## src/rtl/tmr_pkg.sv

```systemverilog
package tmr_pkg;
  localparam int CTL_W  = 2;
  localparam int EN_BIT = 0;
  localparam int AR_BIT = 1;

  typedef struct packed {
    logic auto_rst;
    logic en;
  } tmr_ctl_t;
endpackage

```

## src/rtl/tmr_ctrl.sv

```systemverilog
module tmr_ctrl
  import tmr_pkg::*;
(
  input  logic             clk,
  input  logic             rst,
  input  logic             we,
  input  logic [CTL_W-1:0] wbits,
  input  logic             hit,
  output tmr_ctl_t         ctl
);
  // software write has priority over the hardware one-shot clear
  always_ff @(posedge clk) begin
    if (rst) begin
      ctl <= '0;
    end else if (we) begin
      ctl.en       <= wbits[EN_BIT];
      ctl.auto_rst <= wbits[AR_BIT];
    end else if (hit && !ctl.auto_rst) begin
      ctl.en <= 1'b0;
    end
  end
endmodule

```

## src/rtl/tmr_count.sv

```systemverilog
module tmr_count #(
  parameter int W = 32
) (
  input  logic         clk,
  input  logic         rst,
  input  logic         cmp_we,
  input  logic         cnt_we,
  input  logic [W-1:0] wdata,
  input  logic         en,
  input  logic         auto_rst,
  output logic [W-1:0] cmp,
  output logic [W-1:0] cnt,
  output logic         hit
);
  localparam logic [W-1:0] ONE = W'(1);

  assign hit = en && (cnt == cmp);

  always_ff @(posedge clk) begin
    if (rst)         cmp <= '0;
    else if (cmp_we) cmp <= wdata;
  end

  always_ff @(posedge clk) begin
    if (rst)         cnt <= '0;
    else if (cnt_we) cnt <= wdata;
    else if (hit)    cnt <= auto_rst ? '0 : cnt;
    else if (en)     cnt <= cnt + ONE;
  end
endmodule

```

## src/rtl/cmp_timer.sv

```systemverilog
module cmp_timer
  import tmr_pkg::*;
#(
  parameter int W = 32
) (
  input  logic             clk,
  input  logic             rst,
  input  logic             ctl_we,
  input  logic             cmp_we,
  input  logic             cnt_we,
  input  logic [W-1:0]     wdata,
  output logic [CTL_W-1:0] ctl_q,
  output logic [W-1:0]     cmp_q,
  output logic [W-1:0]     cnt_q,
  output logic             irq
);
  tmr_ctl_t ctl;
  logic     hit;

  tmr_ctrl u_ctrl (
    .clk   (clk),
    .rst   (rst),
    .we    (ctl_we),
    .wbits (wdata[CTL_W-1:0]),
    .hit   (hit),
    .ctl   (ctl)
  );

  tmr_count #(.W(W)) u_count (
    .clk      (clk),
    .rst      (rst),
    .cmp_we   (cmp_we),
    .cnt_we   (cnt_we),
    .wdata    (wdata),
    .en       (ctl.en),
    .auto_rst (ctl.auto_rst),
    .cmp      (cmp_q),
    .cnt      (cnt_q),
    .hit      (hit)
  );

  always_ff @(posedge clk) begin
    if (rst) irq <= 1'b0;
    else     irq <= hit;
  end

  assign ctl_q = {ctl.auto_rst, ctl.en};

  // counts up by one per clock when enabled and not at a hit
  a_r2_increment: assert property (@(posedge clk) disable iff (rst)
    (ctl_q[EN_BIT] && cnt_q != cmp_q && !cnt_we) |=> (cnt_q == $past(cnt_q) + W'(1)));

  // interrupt only follows a hit cycle
  a_r3_irq_source: assert property (@(posedge clk) disable iff (rst)
    irq |-> $past(ctl_q[EN_BIT] && cnt_q == cmp_q));

  // one-shot hit clears enable
  a_r4_oneshot_stop: assert property (@(posedge clk) disable iff (rst)
    (ctl_q[EN_BIT] && !ctl_q[AR_BIT] && cnt_q == cmp_q && !ctl_we) |=> !ctl_q[EN_BIT]);

  // one-shot hit holds the counter
  a_r4_oneshot_hold: assert property (@(posedge clk) disable iff (rst)
    (ctl_q[EN_BIT] && !ctl_q[AR_BIT] && cnt_q == cmp_q && !cnt_we) |=> $stable(cnt_q));

  // auto-restart hit returns the counter to zero
  a_r5_restart_zero: assert property (@(posedge clk) disable iff (rst)
    (ctl_q[EN_BIT] && ctl_q[AR_BIT] && cnt_q == cmp_q && !cnt_we) |=> (cnt_q == '0));

  // counter frozen while disabled
  a_r8_freeze: assert property (@(posedge clk) disable iff (rst)
    (!ctl_q[EN_BIT] && !cnt_we) |=> $stable(cnt_q));
endmodule

```

## config.mk

```make
export PLATFORM = sky130hd
export DESIGN_NAME = cmp_timer
export DESIGN_NICKNAME = d
export VERILOG_FILES = /design/src/rtl/tmr_pkg.sv /design/src/rtl/tmr_ctrl.sv /design/src/rtl/tmr_count.sv /design/src/rtl/cmp_timer.sv
export SDC_FILE = /design/constraint.sdc
export NUM_CORES = 1
export LEC_CHECK = 0
export ABC_CLOCK_PERIOD_IN_PS = 4000
export BUFFER_PORTS_ARGS = -buffer_cell sky130_fd_sc_hd__buf_2
export CORE_AREA = 4 4 89 91
export CTS_BUF_LIST = sky130_fd_sc_hd__clkbuf_8 sky130_fd_sc_hd__clkbuf_16
export DETAILED_ROUTE_END_ITERATION = 8
export DIE_AREA = 0 0 93 95
export HOLD_SLACK_MARGIN = 0.06
export PLACE_DENSITY = 0.8
export SLEW_MARGIN = 5
export SYNTH_ARGS = -nofsm -noshare
export SYNTH_HDL_FRONTEND = slang
export SYNTH_SLANG_ARGS = --single-unit
export TNS_END_PERCENT = 100
```

## constraint.sdc

```tcl
create_clock -name clk -period 4 [get_ports clk]
set_input_delay 0.2 -clock clk [delete_from_list [all_inputs] [get_ports clk]]
set_output_delay 0.2 -clock clk [all_outputs]
set_load 0.01 [all_outputs]
```

==> results of run 1 <==
## Yosys cell counts (all sizes together)
cell type,instances,area share [%]
a21oi,3,0.39
a221o,1,0.26
a22oi,1,0.20
a31o,1,0.23
a31oi,12,2.0
a32o,4,1.0
a32oi,9,2.1
a41oi,3,0.69
and2,7,1.1
and2b,1,0.20
and3,5,0.82
and4,3,0.72
buf,10,1.9
clkbuf,18,2.6
dfxtp,67,35
ha,1,0.33
inv,16,1.6
mux2,2,0.59
mux2i,34,8.9
nand2,37,3.6
nand2b,2,0.33
nand3,38,5.1
nand4,26,4.3
nand4b,2,0.46
nor2,55,5.4
nor3,5,0.66
nor4,6,1.3
nor4b,1,0.23
nor4bb,1,0.26
o2111ai,1,0.23
o211ai,11,2.2
o21ai,12,1.6
o311ai,7,1.6
o31ai,1,0.20
o41ai,1,0.72
or2,2,0.33
or2b,1,0.20
or3,2,0.36
or4,3,0.82
xnor2,34,7.8
xor2,7,1.6
## stage by stage
stage / cells / hold slack [ns]
floorplan: 453 / 0.309
global placement: 636 / 0.418
detailed placement: 636 / 0.419
CTS: 651 / 0.0624
global route: 651 / 0.0915
finish: 651 / 0.0703
## report_power, final
part	total, W	internal (W)	switching (W)	leakage [nW]
clock	0.000551	0.000294	0.000257	0.0992
sequential	0.000775	0.000710	0.0000647	0.553
combinational	0.000311	0.000135	0.000176	1.30
total	0.00164	0.00114	0.000498	1.95
## how the worst max path moves through the flow
stage / slack, ns / end / start / depth (start not counted)
3_5_place_dp: 0.99 / u_count.cnt[26]$_SDFFE_PP0P_ / u_count.cnt[0]$_SDFFE_PP0P_ / 7
3_3_place_gp: 1.10 / u_count.cnt[26]$_SDFFE_PP0P_ / u_count.cnt[0]$_SDFFE_PP0P_ / 7
5_1_grt: 0.85 / u_count.cnt[28]$_SDFFE_PP0P_ / u_count.cnt[0]$_SDFFE_PP0P_ / 7
4_1_cts: 0.96 / u_count.cnt[26]$_SDFFE_PP0P_ / u_count.cnt[0]$_SDFFE_PP0P_ / 7
2_1_floorplan: 1.51 / u_ctrl.ctl[0]$_SDFFE_PP0P_ / u_count.cnt[7]$_SDFFE_PP0P_ / 8
6_report: 0.97 / u_count.cnt[26]$_SDFFE_PP0P_ / u_count.cnt[0]$_SDFFE_PP0P_ / 7
## sequential cells by signal, indices dropped and copies added (netlist names)
name,count
u_count.cmp,32
u_count.cnt,32
u_ctrl.ctl,2
irq,1
## layout make-up
type                    instances  area (um^2)
fillers                       690         2590
repair buffers                113          593
multi-input cells             342         2250
inverters                      16         60.1
clock buffers                  10          138
flip-flops and latches         67         1340
well taps                      99          124
clock inverters                 4         43.8
## routing by layer
| metal | global-route usage (%) | up-vias |
|---|---|---|
| li1 | - | 1842 |
| met1 | 36.7 | 1860 |
| met2 | 44.8 | 220 |
| met3 | 6.45 | 30 |
| met4 | 11.7 | 0 |
| met5 | 0 | - |
## cells by family (layout without fill, tap and decap cells)
group | Yosys count | after routing | share of synthesized area, %
adder cells (fa/ha/maj) | 1 | 1 | 0.328
XOR/XNOR | 41 | 41 | 9.41
AO/OA/AOI/OAI | 67 | 67 | 13.3
buffers and inverters | 44 | 143 | 6.03
AND/OR/NAND/NOR | 197 | 197 | 26.3
flip-flops | 67 | 67 | 35.1
multiplexers | 36 | 36 | 9.51
## worst min-delay path, delay by kind of cell
kind	cells	cell delay (ns)
buffers and inverters	1	0.09
and+or+nand+nor	2	0.10
==> results by group, run 1 <==
Run status
  • Outcome: completed

Finish
  • Most frequent cells in the layout: buf_2 (103), dfxtp_1 (67), nor2_1 (55)
  • Core Util, Final: 63.7%
  • Antenna cells: 0
  • Synth-to-layout area growth: 19.1%
  • Post-layout nets: ~590
  • Fin area: 0.00455 mm^2
  • Share of cells above drive strength 1: roughly a quarter
  • Commonest non-fill, non-tap cell in the layout: buf_2

Yosys
  • Ys Warns: 0
  • Syn_nets: 491
  • Netlist cell types: 50
  • Count of state elements after synthesis: 67
  • Syn_area_per_cell: 8.43 um^2
  • Post-Syn Area: ~0.0038 mm^2
  • Synth Instances: 453
  • Sequential area share after synthesis: 35.1%

Worst setup path
  • Top Family by Delay on Critical Path: simple AND/OR/NAND/NOR gates
  • Arrival @ worst endpoint: approximately 3.3 ns
  • Cells on worst reg2reg path: 7
  • CP max FO: 12
  • Critical path's most frequent cell: or4_4
  • Critical Path Sink Type: flip-flop
  • CP startpoint kind: flip-flop
  • Worst Path Buf+Inv: 1
  • Slowest stage delay, CP: around 0.69 ns
  • FF-to-FF End: u_count.cnt[26]$_SDFFE_PP0P_
  • Crit path cell chain: xor2_1 -> or4_4 -> or4_4 -> o41ai_4 -> buf_4 -> a31oi_1 -> o21ai_0
  • Req. time, crit path: 4.28 ns
  • Setup CP Type: flip-flop to flip-flop
  • Slowest cell on crit path: o41ai_4
  • Worst r2r src: u_count.cnt[0]$_SDFFE_PP0P_
  • Reg2Reg Setup Slack: 0.97 ns

Drt
  • Max layer used: met4
  • # DRC: 0
  • Routed via count: 3952
  • 1st-pass router iterations: 5
  • DR WL/cell: 18.7 um
  • Met1 Wirelength: 5150 um
  • Via density: between 6 and 7
  • WL final: 12200 um
  • Met2 wire len: around 5500 um
  • Initial DRC Count: 324
  • Met3 Wirelength: 1110 um
  • Post-DRT Antenna Nets: 0

Timing
  • Fmax: 0.330 GHz
  • RSZ-0062 raised after global routing: false
  • Max-slew headroom: 16.1%
  • Final Max Tran Viols: 0
  • Clock skew: about 0.0067 ns
  • Final Cycle Share: about three quarters
  • Slew @ Worst Pin: around 1.2 ns
  • Final setup vio count: 0
  • Final hold viol count: 0
  • Total Negative Setup Slacks: 0 ns
  • Final Critical Period: 3.03 ns
  • Final worst setup slack: 0.971 ns

Power
  • Total power: 0.00164 W
  • PwrDens: roughly 360 mW/mm^2
  • Lkg Pwr: 1.95 nW
  • Worst IR Drop VDD: about 0.26 mV

Clocking
  • Num Clock Sinks: 67
  • CTS root buf: clkbuf_8
  • Clk_lat worst skew: 0.36 ns
  • Worst-path clk slew: 0.07 ns
  • H-Tree Depth: 3
  • CTS Hold Bufs: 1
  • Resized Gates After CTS: 0
  • Clk buf depth: 2
  • Clock buffer count from CTS: 9
  • CTS tree: done
  • Post-CTS setup buffers: 0

Placed design
  • Placement Setup Slack: approximately 0.99 ns
  • Dpl cell area: 0.00435 mm^2
  • HPWL Detailed: ~8700 um
  • Input/output buffers: 103
  • RePlAce Congestion: 0.991

Global route
  • Initial antenna violation count: 0
  • Global-route wire length before repair: ~19000 um
  • Grt ovf: 0
  • Vias in the first global route: 3792
  • Total GRT Usage: about 28%
  • Largest net degree at the start of global routing: between 40 and 50

Die
  • Die H: around 95 um
  • Cell row count: 31
  • IO Pins: 104
  • Die width: 93 um
  • Core area: slightly above 0.007 mm^2
  • Initial Util: a little over half
  • Die Area: 0.00884 mm^2

Worst hold path
  • Min-delay src: wdata[17]
  • Worst Hold Depth: 3
  • Min-delay worst type: input port to flip-flop
  • Worst hold endpoint: u_count.cnt[17]$_SDFFE_PP0P_

Flow run
  • Max-cap violations: 0
Power figures use the tool's default switching activity.
==> run 2, diff against run 1 <==
--- a/config.mk
+++ b/config.mk
@@ -5,14 +5,14 @@
 export SDC_FILE = /design/constraint.sdc
 export NUM_CORES = 1
 export LEC_CHECK = 0
-export ABC_CLOCK_PERIOD_IN_PS = 4000
+export ABC_CLOCK_PERIOD_IN_PS = 2600
 export BUFFER_PORTS_ARGS = -buffer_cell sky130_fd_sc_hd__buf_2
-export CORE_AREA = 4 4 89 91
+export CORE_AREA = 4 4 95 97
 export CTS_BUF_LIST = sky130_fd_sc_hd__clkbuf_8 sky130_fd_sc_hd__clkbuf_16
 export DETAILED_ROUTE_END_ITERATION = 8
-export DIE_AREA = 0 0 93 95
+export DIE_AREA = 0 0 99 101
 export HOLD_SLACK_MARGIN = 0.06
-export PLACE_DENSITY = 0.8
+export PLACE_DENSITY = 0.74
 export SLEW_MARGIN = 5
 export SYNTH_ARGS = -nofsm -noshare
 export SYNTH_HDL_FRONTEND = slang
==> constraint.sdc (replaced) <==
create_clock -name clk -period 2.6 [get_ports clk]
set_input_delay 0.13 -clock clk [delete_from_list [all_inputs] [get_ports clk]]
set_output_delay 0.13 -clock clk [all_outputs]
set_load 0.01 [all_outputs]
==> results by group, run 2 (synthesis gave the netlist of run 1 again) <==
Drt
  • 1st-pass router iterations: 5 (unchanged)
  • # DRC: 0 (unchanged)
  • Initial DRC Count: 336 (+3.7%)
  • Via density: 5.80 (-4.5%)
  • WL final: 13200 um (+8.3%)
  • DR WL/cell: 18.3 um (-2.0%)
  • Post-DRT Antenna Nets: 0 (unchanged)
  • Routed via count: 4169 (+5.5%)

Die
  • IO Pins: 104 (unchanged)
  • Core area: 0.00813 mm^2 (+14%)
  • Die width: 99 um (+6.5%)
  • Cell row count: 33 (+6.5%)
  • Die H: 101 um (+6.3%)
  • Die Area: 0.0100 mm^2 (+13%)
  • Initial Util: 46.9% (-6.6 points)

Placed design
  • Input/output buffers: 103 (unchanged)
  • HPWL Detailed: 9780 um (+12%)
  • DP Cell Count: 674 (+6.0%)
  • RePlAce Congestion: 0.903 (-8.9%)

Worst setup path
  • Critical path's most frequent cell: or4_4
  • Top Family by Delay on Critical Path: simple AND/OR/NAND/NOR gates
  • CP startpoint kind: flip-flop
  • Setup CP Type: flip-flop to flip-flop
  • Cells on worst reg2reg path: 7 (unchanged)
  • Slowest stage delay, CP: 0.53 ns (-0.16 ns)
  • Critical Path Sink Type: flip-flop
  • Crit path depth: 7 (unchanged)
  • Crit path cell chain: xor2_1 -> or4_4 -> or4_4 -> o41ai_4 -> buf_4 -> nor3_1 -> a31o_1
  • Slowest cell on crit path: or4_4
  • Arrival @ worst endpoint: 2.72 ns (-0.59 ns)
  • Req. time, crit path: 2.84 ns (-1.44 ns)
  • CP max FO: 12 (unchanged)
  • Worst Path Buf+Inv: 1 (unchanged)

Global route
  • Largest net degree at the start of global routing: 26 (-38%)
  • Vias in the first global route: 4003 (+5.6%)
  • Initial antenna violation count: 0 (unchanged)
  • Total GRT Usage: 27.0% (-1.1 points)
  • Global-route wire length before repair: 21300 um (+10%)
  • Grt ovf: 0 (unchanged)

Clocking
  • Worst-path clk slew: 0.07 ns (about the same)
  • Clk buf depth: 2 (unchanged)
  • Resized Gates After CTS: 0 (unchanged)
  • CTS tree: done
  • Num Clock Sinks: 67 (unchanged)
  • CTS root buf: clkbuf_8
  • H-Tree Depth: 3 (unchanged)
  • Clock buffer count from CTS: 9 (unchanged)
  • Clk_lat worst skew: 0.35 ns (about the same)

Power
  • Lkg Pwr: 2.22 nW (+14%)
  • Worst IR Drop VDD: 0.325 mV (+26%)
  • PwrDens: 503 mW/mm^2 (+40%)
  • Total power: 0.00255 W (+56%)

Finish
  • Biggest regs: u_count.cmp: 32 flops, u_count.cnt: 32 flops, u_ctrl.ctl: 2 flops
  • Most frequent cells in the layout: buf_2 (103), dfxtp_1 (67), nor2_1 (55)
  • # fillers: 734 (+6.4%)
  • Post-layout nets: 647 (+10%)
  • Synth-to-layout area growth: 32.8%
  • Final cell count without fillers: 719 (+10%)
  • Antenna cells: 0 (unchanged)
  • Commonest non-fill, non-tap cell in the layout: buf_2
  • Share of cells above drive strength 1: 28.2% (+3.2 points)

Timing
  • Slew @ Worst Pin: 0.586 ns (-0.656 ns)
  • Max-slew headroom: 60.8% (+45 points)
  • Final Cycle Share: 95.3% (+20 points)
  • Hold WS: 0.0692 ns (-0.00107 ns)
  • Final Critical Period: 2.48 ns (-0.552 ns)
  • Fmax: 0.404 GHz (+22%)
  • Total Negative Setup Slacks: 0 ns (unchanged)
  • Final setup vio count: 0 (unchanged)
  • Final Max Tran Viols: 0 (unchanged)
  • Final hold viol count: 0 (unchanged)
  • RSZ-0062 raised after global routing: false
  • Clock skew: 0.0107 ns (+0.00400 ns)

Worst hold path
  • Worst Hold Depth: 3 (unchanged)
  • Min-delay worst type: input port to flip-flop

Run status
  • Outcome: completed

Flow run
  • Max-cap violations: 0 (unchanged)
==> run 2: per-stage QoR <==
| stage | cell area (um^2) | utilization (%) | worst slack (ns) |
|---|---|---|---|
| after global routing | 5070 | 62.3 | 0.0224 |
| after floorplan | 3820 | - | 0.106 |
| after CTS | 5070 | 62.3 | 0.135 |
| after detailed placement | 4600 | 56.6 | 0.156 |
| final | 5070 | 62.3 | 0.123 |
| after global placement | 4600 | 56.6 | 0.188 |
==> run 2: path summary, 6_finish.rpt <==
kind / from / endpoint / slack (ns)
max: u_count.cnt[0]$_SDFFE_PP0P_ / u_ctrl.ctl[0]$_SDFFE_PP0P_ / 0.12
min: wdata[31] / u_count.cmp[31]$_SDFFE_PP0P_ / 0.07
max reg2reg: u_count.cnt[0]$_SDFFE_PP0P_ / u_ctrl.ctl[0]$_SDFFE_PP0P_ / 0.12
min reg2reg: u_count.cnt[12]$_SDFFE_PP0P_ / u_count.cnt[12]$_SDFFE_PP0P_ / 0.54
==> run 2: routing by layer <==
| layer | GRT usage, % | vias up | routed length, um |
|---|---|---|---|
| met5 | 0 | - | 0 |
| met4 | 9.98 | 0 | 312 |
| met3 | 5.26 | 31 | 1220 |
| met2 | 42.7 | 242 | 6060 |
| met1 | 36.6 | 1934 | 5570 |
| li1 | - | 1962 | - |
==> run 2: area by class of cell <==
| class | instances | area (um^2) | share of cell area (%) |
|---|---|---|---|
| flip-flops and latches | 67 | 1340 | 26.4 |
| well taps | 105 | 131 | 2.59 |
| inverters | 16 | 60.1 | 1.18 |
| multi-input cells | 342 | 2250 | 44.3 |
| clock inverters | 5 | 27.5 | 0.543 |
| clock buffers | 11 | 151 | 2.99 |
| repair buffers | 173 | 1110 | 22.0 |
==> run 2: timing repair <==
item	in CTS	in global routing
buffers inserted	0	0
hold endpoints to repair	48	0
hold buffers	29	0
==> run 2: report_power, final <==
part           total, W  switching [W]  internal (W)
Combinational  0.000588       0.000320      0.000268
Sequential      0.00116      0.0000707       0.00109
Clock          0.000799       0.000408      0.000391
Total           0.00255       0.000799       0.00175
==> run 2: tightest hold or removal path: cells and delay by family <==
kind	cells	cell delay [ns]
buffers and inverters	1	0.09
AND/OR/NAND/NOR	1	0.09
multiplexers	1	0.07
==> run 3, diff against run 2 <==
--- a/config.mk
+++ b/config.mk
@@ -7,10 +7,10 @@
 export LEC_CHECK = 0
 export ABC_CLOCK_PERIOD_IN_PS = 2600
 export BUFFER_PORTS_ARGS = -buffer_cell sky130_fd_sc_hd__buf_2
-export CORE_AREA = 4 4 95 97
+export CORE_AREA = 2 2 93 95
 export CTS_BUF_LIST = sky130_fd_sc_hd__clkbuf_8 sky130_fd_sc_hd__clkbuf_16
 export DETAILED_ROUTE_END_ITERATION = 8
-export DIE_AREA = 0 0 99 101
+export DIE_AREA = 0 0 95 97
 export HOLD_SLACK_MARGIN = 0.06
 export PLACE_DENSITY = 0.74
 export SLEW_MARGIN = 5
==> results by group, run 3 (synthesis gave the netlist of run 1 again) <==
Timing
  • RSZ-0062 raised after global routing: false
  • Clock skew: 0.0140 ns (+0.00334 ns)
  • Final Critical Period: 2.52 ns (+0.0407 ns)
  • Max-slew headroom: 65.1% (+4.3 points)
  • Final Max Tran Viols: 0 (unchanged)
  • Slew @ Worst Pin: 0.521 ns (-0.0642 ns)
  • Final setup vio count: 0 (unchanged)
  • Final Cycle Share: 96.8% (+1.6 points)
  • Final hold viol count: 0 (unchanged)
  • Total Negative Setup Slacks: 0 ns (unchanged)
  • Fmax: 0.397 GHz (-1.6%)
  • Hold WS: 0.0652 ns (-0.00399 ns)

Run status
  • Outcome: completed

Die
  • Cell row count: 33 (unchanged)
  • Initial Util: 46.9% (unchanged)
  • Die width: 95 um (-4.0%)
  • IO Pins: 104 (unchanged)
  • Die H: 97 um (-4.0%)
  • Die Area: 0.00922 mm^2 (-7.8%)
  • Core area: 0.00813 mm^2 (unchanged)

Power
  • Clock power share: 29.2% (-2.1 points)
  • Combinational Power Share: 23.8% (+0.7 points)
  • Worst IR Drop VDD: 0.219 mV (-33%)
  • NetSw: 0.000795 W (-0.42%)
  • Switching part of the total: 32.0% (+0.68 points)
  • Lkg Pwr: 2.24 nW (+0.95%)
  • Cell internal pwr: 0.00169 W (-3.5%)
  • PwrDens: 489 mW/mm^2 (-2.8%)
  • Seq pwr share: 47.0% (+1.4 points)

Worst setup path
  • Setup CP Type: flip-flop to flip-flop
  • Req. time, crit path: 2.85 ns (about the same)
  • Arrival @ worst endpoint: 2.76 ns (+0.04 ns)
  • CP max FO: 5 (-7)
  • Critical Path Sink Type: flip-flop
  • Cells on worst reg2reg path: 7 (unchanged)
  • CP startpoint kind: flip-flop

Drt
  • Routed via count: 4217 (+1.2%)
  • Post-DRT Antenna Nets: 0 (unchanged)
  • Via density: 5.84 (+0.73%)
  • # DRC: 0 (unchanged)
  • DR WL/cell: 18.3 um (-0.13%)
  • WL final: 13200 um (+0.29%)
  • 1st-pass router iterations: 5 (unchanged)
  • Initial DRC Count: 287 (-15%)

Clocking
  • Post-CTS setup buffers: 0 (unchanged)
  • Clk_lat worst skew: 0.36 ns (about the same)
  • CTS root buf: clkbuf_8
  • Worst-path clk slew: 0.07 ns (about the same)
  • Clk buf depth: 2 (unchanged)
  • Clock buffer count from CTS: 9 (unchanged)
  • Num Clock Sinks: 67 (unchanged)
  • H-Tree Depth: 3 (unchanged)
  • CTS tree: done

Global route
  • Largest net degree at the start of global routing: 41 (+58%)
  • Total GRT Usage: 28.6% (+1.6 points)
  • Global-route wire length before repair: 20500 um (-4.0%)
  • Vias in the first global route: 3928 (-1.9%)
  • Initial antenna violation count: 0 (unchanged)
  • Grt ovf: 0 (unchanged)

Placed design
  • RePlAce Congestion: 0.995 (+10%)
  • HPWL Detailed: 9760 um (-0.18%)
  • Input/output buffers: 103 (unchanged)

Finish
  • Synth-to-layout area growth: 33.2%
  • Commonest non-fill, non-tap cell in the layout: buf_2
  • # fillers: 752 (+2.5%)
  • Post-layout nets: 650 (+0.46%)
  • Antenna cells: 0 (unchanged)
  • Biggest regs: u_count.cmp: 32 flops, u_count.cnt: 32 flops, u_ctrl.ctl: 2 flops
  • Most frequent cells in the layout: buf_2 (103), dfxtp_1 (67), nor2_1 (55)
  • Share of cells above drive strength 1: 27.7% (-0.46 points)

Worst hold path
  • Worst Hold Depth: 3 (unchanged)
  • Min-delay worst type: input port to flip-flop

Flow run
  • Max-cap violations: 0 (unchanged)
-- run 3: cell types whose count changed in the layout (fill, tap and decap cells not counted) --
cell / before / now
clkbuf_8: 11 / 9
clkinvlp_4: 1 / 0
buf_12: 0 / 1
clkinv_2: 4 / 3
buf_4: 41 / 42
inv_1: 16 / 20
dlygate4sd3_1: 29 / 30
-- run 3: worst max-delay path, stage by stage, from the launching register on --
cell and delay [ns]:
dfxtp_1 0.33, xor2_1 0.19, or4_4 0.53, or4_4 0.52, nor3_1 0.35, buf_4 0.21, o31ai_1 0.07, a32o_1 0.21
-- run 3: metal layers --
layer	GRT usage [%]	share of wire, %	vias up
met1	40.3	44	1979
met5	0	0	-
met2	42.8	44	237
met4	10.0	2.7	0
li1	-	-	1973
met3	6.46	8.9	28
-- run 3: power groups by stage --
| stage | Combinational, W | Clock (W) | Sequential (W) |
|---|---|---|---|
| 3_3_place_gp | 0.000544 | 0 | 0.00119 |
| 4_1_cts | 0.000585 | 0.000730 | 0.00117 |
| 5_1_grt | 0.000640 | 0.000779 | 0.00118 |
| 3_5_place_dp | 0.000548 | 0 | 0.00119 |
| 6_report | 0.000591 | 0.000727 | 0.00117 |
| 2_1_floorplan | 0.000278 | 0 | 0.00122 |
-- run 3: path summary, 6_finish.rpt --
kind	startpoint	to	slack, ns
min	wdata[1]	u_count.cmp[1]$_SDFFE_PP0P_	0.07
max	u_count.cnt[0]$_SDFFE_PP0P_	u_count.cnt[24]$_SDFFE_PP0P_	0.08
max reg2reg	u_count.cnt[0]$_SDFFE_PP0P_	u_count.cnt[24]$_SDFFE_PP0P_	0.08
min reg2reg	u_count.cnt[12]$_SDFFE_PP0P_	u_count.cnt[12]$_SDFFE_PP0P_	0.54
-- run 3: area by class of cell --
type | count | area [um^2] | share of cell area [%]
Tap cell | 105 | 131 | 2.58
Inverter | 16 | 60.1 | 1.18
Multi-Input combinational cell | 342 | 2250 | 44.2
Timing Repair Buffer | 176 | 1150 | 22.6
Clock buffer | 9 | 124 | 2.44
Sequential cell | 67 | 1340 | 26.4
Clock inverter | 7 | 30.0 | 0.591
-- run 3: timing repair --
| action | CTS | global route |
|---|---|---|
| setup endpoints to repair | 0 | 0 |
| hold buffers | 30 | 0 |
| resized for setup | 0 | 0 |
| hold endpoints to repair | 49 | 0 |
-- run 3: through the flow --
stage	power, W	setup slack, ns	cell area [um^2]	instances	utilization [%]
2_1_floorplan	0.00150	0.106	3820	453	-
3_3_place_gp	0.00173	0.111	4630	676	56.9
3_5_place_dp	0.00174	0.118	4630	676	56.9
4_1_cts	0.00248	0.104	5080	722	62.5
5_1_grt	0.00259	0.00312	5080	722	62.5
6_report	0.00249	0.0819	5080	722	62.5
